[config.mk]
export PLATFORM = sky130hd
export DESIGN_NAME = ohc_hiccup_ctrl
export DESIGN_NICKNAME = d
export VERILOG_FILES = /design/src/rtl/ohc_pkg.sv /design/src/rtl/ohc_tick_timer.sv /design/src/rtl/ohc_oc_counter.sv /design/src/rtl/ohc_gate_drv.sv /design/src/rtl/ohc_hiccup_ctrl.sv
export SDC_FILE = /design/constraint.sdc
export NUM_CORES = 1
export LEC_CHECK = 0
export BUFFER_PORTS_ARGS = -buffer_cell sky130_fd_sc_hd__buf_2
export CORE_MARGIN = 2
export CORE_UTILIZATION = 35
export CTS_BUF_LIST = sky130_fd_sc_hd__clkbuf_16
export DETAILED_ROUTE_END_ITERATION = 12
export GPL_ROUTABILITY_DRIVEN = 0
export HOLD_SLACK_MARGIN = 0.1
export SLEW_MARGIN = 20
export SYNTH_ARGS = -nofsm -noshare
export SYNTH_HDL_FRONTEND = slang
export SYNTH_HIERARCHICAL = 1
export SYNTH_SLANG_ARGS = --single-unit
[constraint.sdc]
create_clock -name clk -period 2.9 [get_ports clk]
set_clock_uncertainty 0.05 [all_clocks]
set_input_delay 0.145 -clock clk [delete_from_list [all_inputs] [get_ports clk]]
set_output_delay 0.145 -clock clk [all_outputs]
set_load 0.05 [all_outputs]
[src/rtl/ohc_pkg.sv]
package ohc_pkg;

    typedef enum logic [2:0] {
        ST_START    = 3'd0,
        ST_HS_ON    = 3'd1,
        ST_LS_ON    = 3'd2,
        ST_OFF_CYC  = 3'd3,
        ST_HICCUP   = 3'd4,
        ST_OV_DISCH = 3'd5,
        ST_OV_HOLD  = 3'd6
    } ohc_state_e;

    typedef struct packed {
        logic hs;
        logic ls;
    } ohc_gate_req_t;

    localparam int STAT_SOFT = 0;
    localparam int STAT_OV   = 1;
    localparam int STAT_HIC  = 2;
    localparam int STAT_W    = 3;

endpackage

[src/rtl/ohc_tick_timer.sv]
module ohc_tick_timer #(
    parameter int LEN = 512
) (
    input  logic clk,
    input  logic rst_n,
    input  logic clr,
    input  logic tick,
    output logic at_end
);
    localparam int TW = (LEN > 1) ? $clog2(LEN) : 1;

    logic [TW-1:0] cnt;

    // at_end flags the position of the final tick of the window
    assign at_end = (cnt == TW'(LEN - 1));

    always_ff @(posedge clk or negedge rst_n) begin
        if (!rst_n) begin
            cnt <= '0;
        end else if (clr) begin
            cnt <= '0;
        end else if (tick) begin
            cnt <= at_end ? '0 : cnt + 1'b1;
        end
    end
endmodule

[src/rtl/ohc_oc_counter.sv]
module ohc_oc_counter #(
    parameter int OC_LIMIT = 10,
    localparam int CW = $clog2(OC_LIMIT + 1)
) (
    input  logic          clk,
    input  logic          rst_n,
    input  logic          flush,
    input  logic          tick,
    input  logic          peak_evt,
    input  logic          skip_evt,
    output logic [CW-1:0] cnt,
    output logic          limit_hit
);
    // cyc_hit remembers whether the running cycle has been counted
    logic          cyc_hit;
    logic [CW-1:0] base;

    assign base      = cyc_hit ? cnt : '0;
    assign limit_hit = (cnt >= CW'(OC_LIMIT));

    always_ff @(posedge clk or negedge rst_n) begin
        if (!rst_n) begin
            cnt     <= '0;
            cyc_hit <= 1'b0;
        end else if (flush) begin
            cnt     <= '0;
            cyc_hit <= 1'b0;
        end else if (tick) begin
            cnt     <= base + CW'(skip_evt);
            cyc_hit <= skip_evt;
        end else if (peak_evt) begin
            if (cnt != CW'(OC_LIMIT)) begin
                cnt <= cnt + 1'b1;
            end
            cyc_hit <= 1'b1;
        end
    end
endmodule

[src/rtl/ohc_gate_drv.sv]
module ohc_gate_drv (
    input  logic                  clk,
    input  logic                  rst_n,
    input  ohc_pkg::ohc_gate_req_t req,
    output logic                  hs_en,
    output logic                  ls_en
);
    // A request is granted only while the opposite switch is already open,
    // so every hand-over spends one clock with both enables low.
    always_ff @(posedge clk or negedge rst_n) begin
        if (!rst_n) begin
            hs_en <= 1'b0;
            ls_en <= 1'b0;
        end else begin
            hs_en <= req.hs & ~ls_en;
            ls_en <= req.ls & ~hs_en;
        end
    end
endmodule

[src/rtl/ohc_hiccup_ctrl.sv]
module ohc_hiccup_ctrl #(
    parameter int OC_LIMIT   = 10,
    parameter int HICCUP_CYC = 4096,
    parameter int SOFT_CYC   = 512,
    localparam int CW = $clog2(OC_LIMIT + 1)
) (
    input  logic       clk,
    input  logic       rst_n,
    input  logic       cyc_tick,
    input  logic       peak_trip,
    input  logic       src_lim,
    input  logic       sink_lim,
    input  logic       ov_trip,
    input  logic       ov_clear,
    output logic       hs_en,
    output logic       ls_en,
    output logic [2:0] status
);
    import ohc_pkg::*;

    ohc_state_e     state, nxt;
    logic           ss_act;
    logic [CW-1:0]  oc_cnt;
    logic           oc_hit;
    logic           peak_evt, skip_evt, oc_flush;
    logic           hic_last, hic_end;
    logic           ss_tick, ss_last, ss_end;
    ohc_gate_req_t  req;

    // ---------------- event qualification ----------------
    assign peak_evt = (state == ST_HS_ON) && peak_trip && !cyc_tick
                      && !ov_trip && !oc_hit;
    assign skip_evt = (state == ST_LS_ON) && cyc_tick && src_lim
                      && !ov_trip && !oc_hit;
    assign oc_flush = oc_hit || (state == ST_HICCUP);

    assign hic_end  = (state == ST_HICCUP) && cyc_tick && hic_last;
    assign ss_tick  = cyc_tick && ss_act
                      && (state != ST_START) && (state != ST_HICCUP);
    assign ss_end   = ss_tick && ss_last;

    ohc_oc_counter #(.OC_LIMIT(OC_LIMIT)) i_oc_counter (
        .clk       (clk),
        .rst_n     (rst_n),
        .flush     (oc_flush),
        .tick      (cyc_tick),
        .peak_evt  (peak_evt),
        .skip_evt  (skip_evt),
        .cnt       (oc_cnt),
        .limit_hit (oc_hit)
    );

    ohc_tick_timer #(.LEN(HICCUP_CYC)) i_hic_timer (
        .clk    (clk),
        .rst_n  (rst_n),
        .clr    (state != ST_HICCUP),
        .tick   (cyc_tick),
        .at_end (hic_last)
    );

    ohc_tick_timer #(.LEN(SOFT_CYC)) i_ss_timer (
        .clk    (clk),
        .rst_n  (rst_n),
        .clr    (!ss_act || (state == ST_HICCUP)),
        .tick   (ss_tick),
        .at_end (ss_last)
    );

    // ---------------- state register ----------------
    always_ff @(posedge clk or negedge rst_n) begin
        if (!rst_n) begin
            state  <= ST_START;
            ss_act <= 1'b1;
        end else begin
            state <= nxt;
            if (hic_end) begin
                ss_act <= 1'b1;
            end else if ((nxt == ST_HICCUP) && (state != ST_HICCUP)) begin
                ss_act <= 1'b0;
            end else if (ss_end) begin
                ss_act <= 1'b0;
            end
        end
    end

    // ---------------- next state ----------------
    always_comb begin
        nxt = state;
        unique case (state)
            ST_START, ST_OFF_CYC: begin
                if (oc_hit)        nxt = ST_HICCUP;
                else if (ov_trip)  nxt = ST_OV_DISCH;
                else if (cyc_tick) nxt = ST_HS_ON;
            end
            ST_HS_ON: begin
                if (oc_hit)         nxt = ST_HICCUP;
                else if (ov_trip)   nxt = ST_OV_DISCH;
                else if (cyc_tick)  nxt = ST_HS_ON;
                else if (peak_trip) nxt = ST_LS_ON;
            end
            ST_LS_ON: begin
                if (oc_hit)        nxt = ST_HICCUP;
                else if (ov_trip)  nxt = ST_OV_DISCH;
                else if (cyc_tick) nxt = src_lim ? ST_LS_ON : ST_HS_ON;
                else if (sink_lim) nxt = ST_OFF_CYC;
            end
            ST_HICCUP: begin
                if (hic_end) nxt = ST_HS_ON;
            end
            ST_OV_DISCH: begin
                if (sink_lim) nxt = ST_OV_HOLD;
            end
            ST_OV_HOLD: begin
                if (ov_clear) nxt = ST_OFF_CYC;
            end
            default: nxt = ST_START;
        endcase
    end

    // ---------------- outputs ----------------
    always_comb begin
        req.hs = 1'b0;
        req.ls = 1'b0;
        status = '0;
        unique case (state)
            ST_HS_ON:    req.hs = 1'b1;
            ST_LS_ON:    req.ls = 1'b1;
            ST_OV_DISCH: begin
                req.ls          = 1'b1;
                status[STAT_OV] = 1'b1;
            end
            ST_OV_HOLD:  status[STAT_OV]  = 1'b1;
            ST_HICCUP:   status[STAT_HIC] = 1'b1;
            default: ;
        endcase
        status[STAT_SOFT] = ss_act;
    end

    ohc_gate_drv i_gate_drv (
        .clk   (clk),
        .rst_n (rst_n),
        .req   (req),
        .hs_en (hs_en),
        .ls_en (ls_en)
    );
endmodule

* Word-level counts from Yosys, hierarchy flattened
Index checks and enable logic that the tools add are counted.
** Word-level totals
- Flip-flop bits (word level) :: 32
- Input bits :: 8
- Output and inout port bits :: 5
- Logic and storage cells :: 97
** Operators by class
- Add/subtract/negate cells :: 4
- $lt $le $gt $ge :: 1
- Equal/unequal tests :: 11
- Muxes and demuxes :: 37
- Bitwise gates (word level) :: 4
- Reduce and logical (&&, ||, !) cells :: 32
** Operators with widths (count)
- 3-bit two-way mux :: 14
- 12-bit two-way mux :: 3
- 9-bit two-way mux :: 3
- 4-bit two-way mux :: 5
- 3-bit one-hot mux with 6 select lines :: 1
- 1-bit logical AND :: 15
- 12-bit by 1-bit adder with 12-bit output (second input constant) :: 1
- 12-bit equality test (second input constant) :: 1
- 3-bit equality test (second input constant) :: 4
- 3-bit nonzero test :: 4
- 1-bit two-way mux :: 10
- 9-bit by 1-bit adder with 9-bit output (second input constant) :: 1
- 9-bit equality test (second input constant) :: 1
- 3-bit by 2-bit equality test with 1-bit output (second input constant) :: 2
- 2-bit OR reduction :: 3
- 4-bit by 1-bit adder with 4-bit output :: 1
- 4-bit by 1-bit adder with 4-bit output (second input constant) :: 1
- 4-bit greater-or-equal comparator (second input constant) :: 1
- 1-bit logical NOT :: 4
- 4-bit inequality test (second input constant) :: 1
- 2-bit nonzero test :: 2
- 3-bit by 1-bit equality test with 1-bit output (second input constant) :: 1
- 3-bit logical NOT :: 1
- 3-bit inequality test (second input constant) :: 1
- other kinds (5) :: 8

* Longest topological paths before layout
- Depth after elaboration :: 9
- Mapped depth :: 10

* Modules after synthesis
The synthesis kept the hierarchy.
** By module, submodules not included
- ohc_tick_timer (i_hic_timer) :: times used 1, cells an instance 62, area an instance 641.9 um^2, seq. area each 300.3 um^2
- ohc_tick_timer (i_ss_timer) :: times used 1, cells an instance 52, area an instance 496.7 um^2, seq. area each 225.2 um^2
- ohc_oc_counter :: times used 1, cells an instance 45, area an instance 422.9 um^2, seq. area each 125.1 um^2
- ohc_hiccup_ctrl :: times used 1, cells an instance 45, area an instance 360.3 um^2, seq. area each 101.3 um^2
- ohc_gate_drv :: times used 1, cells an instance 4, area an instance 77.6 um^2, seq. area each 50.0 um^2

* Least setup slack after synthesis
Ideal clock, no wire load.
- Path type :: flip-flop to flip-flop
- From :: register i_oc_counter.cnt[0]
- To :: register i_oc_counter.cnt[3]
- Library setup time :: 0.096 ns
- Arrival :: 2.409 ns
- Path slack :: 0.345 ns
- Stages on the path, launching flop included :: 9
- Path buffers :: 0
- Clock period less this slack :: 2.555 ns
- Path through :: dfrtp_1 > inv_1 > ha_1 > o31a_2 > or3_1 > nor4_1 > nand4_1 > xor2_1 > o32ai_2
** RTL lines
- from (decl) :: RTL line ohc_oc_counter.sv:11 : output logic [CW-1:0] cnt,
- from (signal assigned) :: RTL line ohc_oc_counter.sv:29 : cnt <= base + CW'(skip_evt);
- from (signal assigned) :: RTL line ohc_oc_counter.sv:33 : cnt <= cnt + 1'b1;
- 4-bit greater-or-equal comparator :: RTL line ohc_oc_counter.sv:19 : assign limit_hit = (cnt >= CW'(OC_LIMIT));
- named net oc_hit :: RTL line ohc_hiccup_ctrl.sv:24 : logic oc_hit;
- 1-bit logical NOT :: RTL line ohc_hiccup_ctrl.sv:32 : && !ov_trip && !oc_hit;
- 1-bit logical AND :: RTL line ohc_hiccup_ctrl.sv:32
- named net peak_evt :: RTL line ohc_hiccup_ctrl.sv:25 : logic peak_evt, skip_evt, oc_flush;
- 3-bit nonzero test (no line)
- 2-bit AND reduction (no line)
The timed path passes the listed nets, and every way through them passes these cells. The select of a mux whose other input is x is not followed.
A chain may end at the register's enable or synchronous reset.

* Worst setup path in the final report
- From :: register i_oc_counter.cnt[0]
- To :: register i_oc_counter.cnt[2]
** Between the ends
- Longest elaborated chain between the ends :: 6
** Ends and longest elaborated chain
- 4-bit greater-or-equal comparator :: RTL line ohc_oc_counter.sv:19
- named net oc_hit :: RTL line ohc_hiccup_ctrl.sv:24
- 1-bit logical NOT :: RTL line ohc_hiccup_ctrl.sv:34 : && !ov_trip && !oc_hit;
- 1-bit logical AND :: RTL line ohc_hiccup_ctrl.sv:34
- named net skip_evt :: RTL line ohc_hiccup_ctrl.sv:25
- 4-bit by 1-bit adder with 4-bit output :: RTL line ohc_oc_counter.sv:29
- 4-bit two-way mux :: RTL line ohc_oc_counter.sv:28 : end else if (tick) begin
- 4-bit two-way mux :: RTL line ohc_oc_counter.sv:25 : end else if (flush) begin
The timed path passes the listed nets, and every way through them passes these cells. The select of a mux whose other input is x is not followed.

==> results.cfg <==
[run_status]
status = complete, no violations

[route]
drtIter0Drc = 144
routedWlPerCell_um = 13.7
vias = 1580
firstDrtPassIters = 4
ant_nets = 0
vias_per_cell = 5.32
routed_wl_um = 4060
post-route-drc-count = 0

[cells_and_area]
utilization_pct = 41.8
final_common_cell = dfrtp_1
syn_to_final_growth_pct = 15.0
antennaDiodeCount = 0
nNetsFinal = 239
layout_common_cells = dfrtp_1 (31), nor2_1 (19), nand2_1 (18)
drive_gt1_share_pct = 17.8
fin_cells = 297

[place]
dp.cells = 288
dpl.hpwl_um = 2800
portBuffers = 12

[logic_synthesis]
synth_top_area_share_pct = 38.8
synth-async-reset-ratio_pct = 100
ys_types = 60
synthCells = 208
synth_area_leader_cell = dfrtp_1
ys_warn_count = 6
yosysSeqAreaShare_pct = 40.1
netlist_area_um2 = 2000
synth_top_flop_cell = dfrtp_1
synth-edff-count = 0
syn_nets = 223
syn_area_per_cell_um2 = 9.61
synth-seq-cells = 32
yosys-top-cells-area = dfrtp_1 (39%), ha_1 (4.4%), nor2_1 (3.6%)

[cts]
hold_buffers = 1
clk_pin_slew_ps = 50
cts_resized = 0
root_buffer = clkbuf_16
clockBufferDepth = 2
cts_tree = built
cts_max_level = 2
cts.sinks = 32
cts_setup_buffers = 0
cts_made_buffers = 5
clk_latency_ps = 270

[pwr]
power_density_nw_per_um2 = 711
peakVddDrop_v = 0.000454
p_leak_nw = 0.964

[critical_path]
crit_path_max_incr_delay_ps = 400
worstPathArrival_ps = 2780
crit_path_end_kind = flop
crit_buf_inv = 1
path_class = reg -> reg
critical_path.slowest_cell = dfrtp_1
path_cells = inv_1 > ha_1 > o31a_2 > or3_1 > nor3_1 > ha_1 > ha_1 > and4b_1 > a31oi_1 > a31oi_1
crit_family = simple AND/OR/NAND/NOR gates
path_max_fanout = 5
cp-start-kind = flop
cp_common_cell = ha_1
required_ps = 2990

[grt]
antenna_found_initial = 0
grt_max_degree = 33
grt_usage_pct = 14.2
first_global_vias = 1491
grt.overflow.total = 0
grt_pass1_wl_um = 7100

[floorplanning]
start_util_pct = 36.3
die_x_um = 79.6
dieArea_um2 = 6330
core_um2 = 5510
rows = 27
dieHeight_um = 79.6
pin_count = 13

[sta]
slew_violations = 0
max_freq_ghz = 0.372
setup_viol = 0
finalCritPeriodShare_pct = 92.7
slew_headroom_pct = 51.3
period_needed_ps = 2690
finalSetupTns_ps = 0
hold_viol_final = 0
rsz0062_at_grt = false
worst_slew_pin_slew_ps = 730

[hold_path]
hp-class = in -> reg

[job]
cap_violations = 0
-- area by class of cell --
cell class / instances / area [um2]
multi-input combinational: 159 / 1120
sequential: 32 / 802
timing repair buffer: 15 / 85.1
tap: 72 / 90.1
clock inverter: 3 / 37.5
inverter: 11 / 41.3
clock buffer: 5 / 125
fill: 526 / 3210
-- worst min-delay path, cell delays in order --
cell,delay [ps]
buf_2,100
o211ai_1,70
and3_1,170
-- through the flow --
stage	instance area [um2]	hold slack (ps)	setup WS [ps]	total power, mW
3_5_place_dp	2130	206	271	1.06
5_1_grt	2300	235	54.7	1.73
3_3_place_gp	2130	202	323	1.06
2_1_floorplan	2000	-201	345	0.948
4_1_cts	2300	189	210	1.66
6_report	2300	199	211	1.63
-- where the power goes --
group	internal, mW	switching (mW)
sequential	0.495	0.0751
combinational	0.168	0.308
clock	0.399	0.189
-- routing by layer --
metal,global-route usage (%),vias to the layer above,share of wire [%]
li1,-,786,-
met1,19.8,759,48
met2,21.8,33,47
met3,3.39,2,4.2
met4,4.14,0,0.47
met5,0,-,0
-- logic make-up after synthesis --
kind of cell	Yosys count	synth area share, %
buffers and inverters	17	3.94
multiplexers	3	1.50
flip-flops	32	40.1
adder cells (fa/ha/maj)	7	4.38
AO/OA/AOI/OAI	45	16.4
XOR/XNOR	11	4.82
AND/OR/NAND/NOR	93	28.8
-- registers in the layout, summed over array words and instances (netlist names) --
signal	count
i_ss_timer/cnt	9
i_oc_counter/cnt	4
ss_act	1
state	3
i_gate_drv/hs_en	1
i_hic_timer/cnt	12
i_gate_drv/ls_en	1
i_oc_counter/cyc_hit	1
-- Yosys cell counts (2+ instances only) --
library cell  instances
nor3b_1               2
buf_2                 2
nand4_1               4
nor2_1               19
xor2_1                7
dfrtp_1              31
nor2b_1               2
nand3_1               8
nor4_1                2
nand3b_1              5
nand2b_4              2
ha_1                  7
o21ai_0               9
nand2_1              18
nor2b_4               2
mux2i_1               3
and2_1                2
o211ai_1              3
or4_1                 3
nand3_2               2
nand2b_1              5
nor3_1                5
o311ai_0              2
xnor2_1               4
a31oi_1               4
or3_2                 2
a21oi_1              11
inv_1                10
-- final timing paths --
check,from,end,slack [ps],cells past startpoint
setup / recovery,i_oc_counter/cnt[0]$_DFFE_PN0P_,i_oc_counter/cnt[2]$_DFFE_PN0P_,210,10
hold / removal,ov_clear,state[2]$_DFF_PN0_,200,3
setup reg to reg,i_oc_counter/cnt[0]$_DFFE_PN0P_,i_oc_counter/cnt[2]$_DFFE_PN0P_,210,10
hold reg to reg,i_gate_drv/ls_en$_DFF_PN0_,i_gate_drv/hs_en$_DFF_PN0_,420,1
max in group asynchronous,rst_n,i_oc_counter/cnt[2]$_DFFE_PN0P_,1910,2
min in group asynchronous,rst_n,i_hic_timer/cnt[10]$_DFFE_PN0P_,410,2
(Power assumes the default switching activity.)
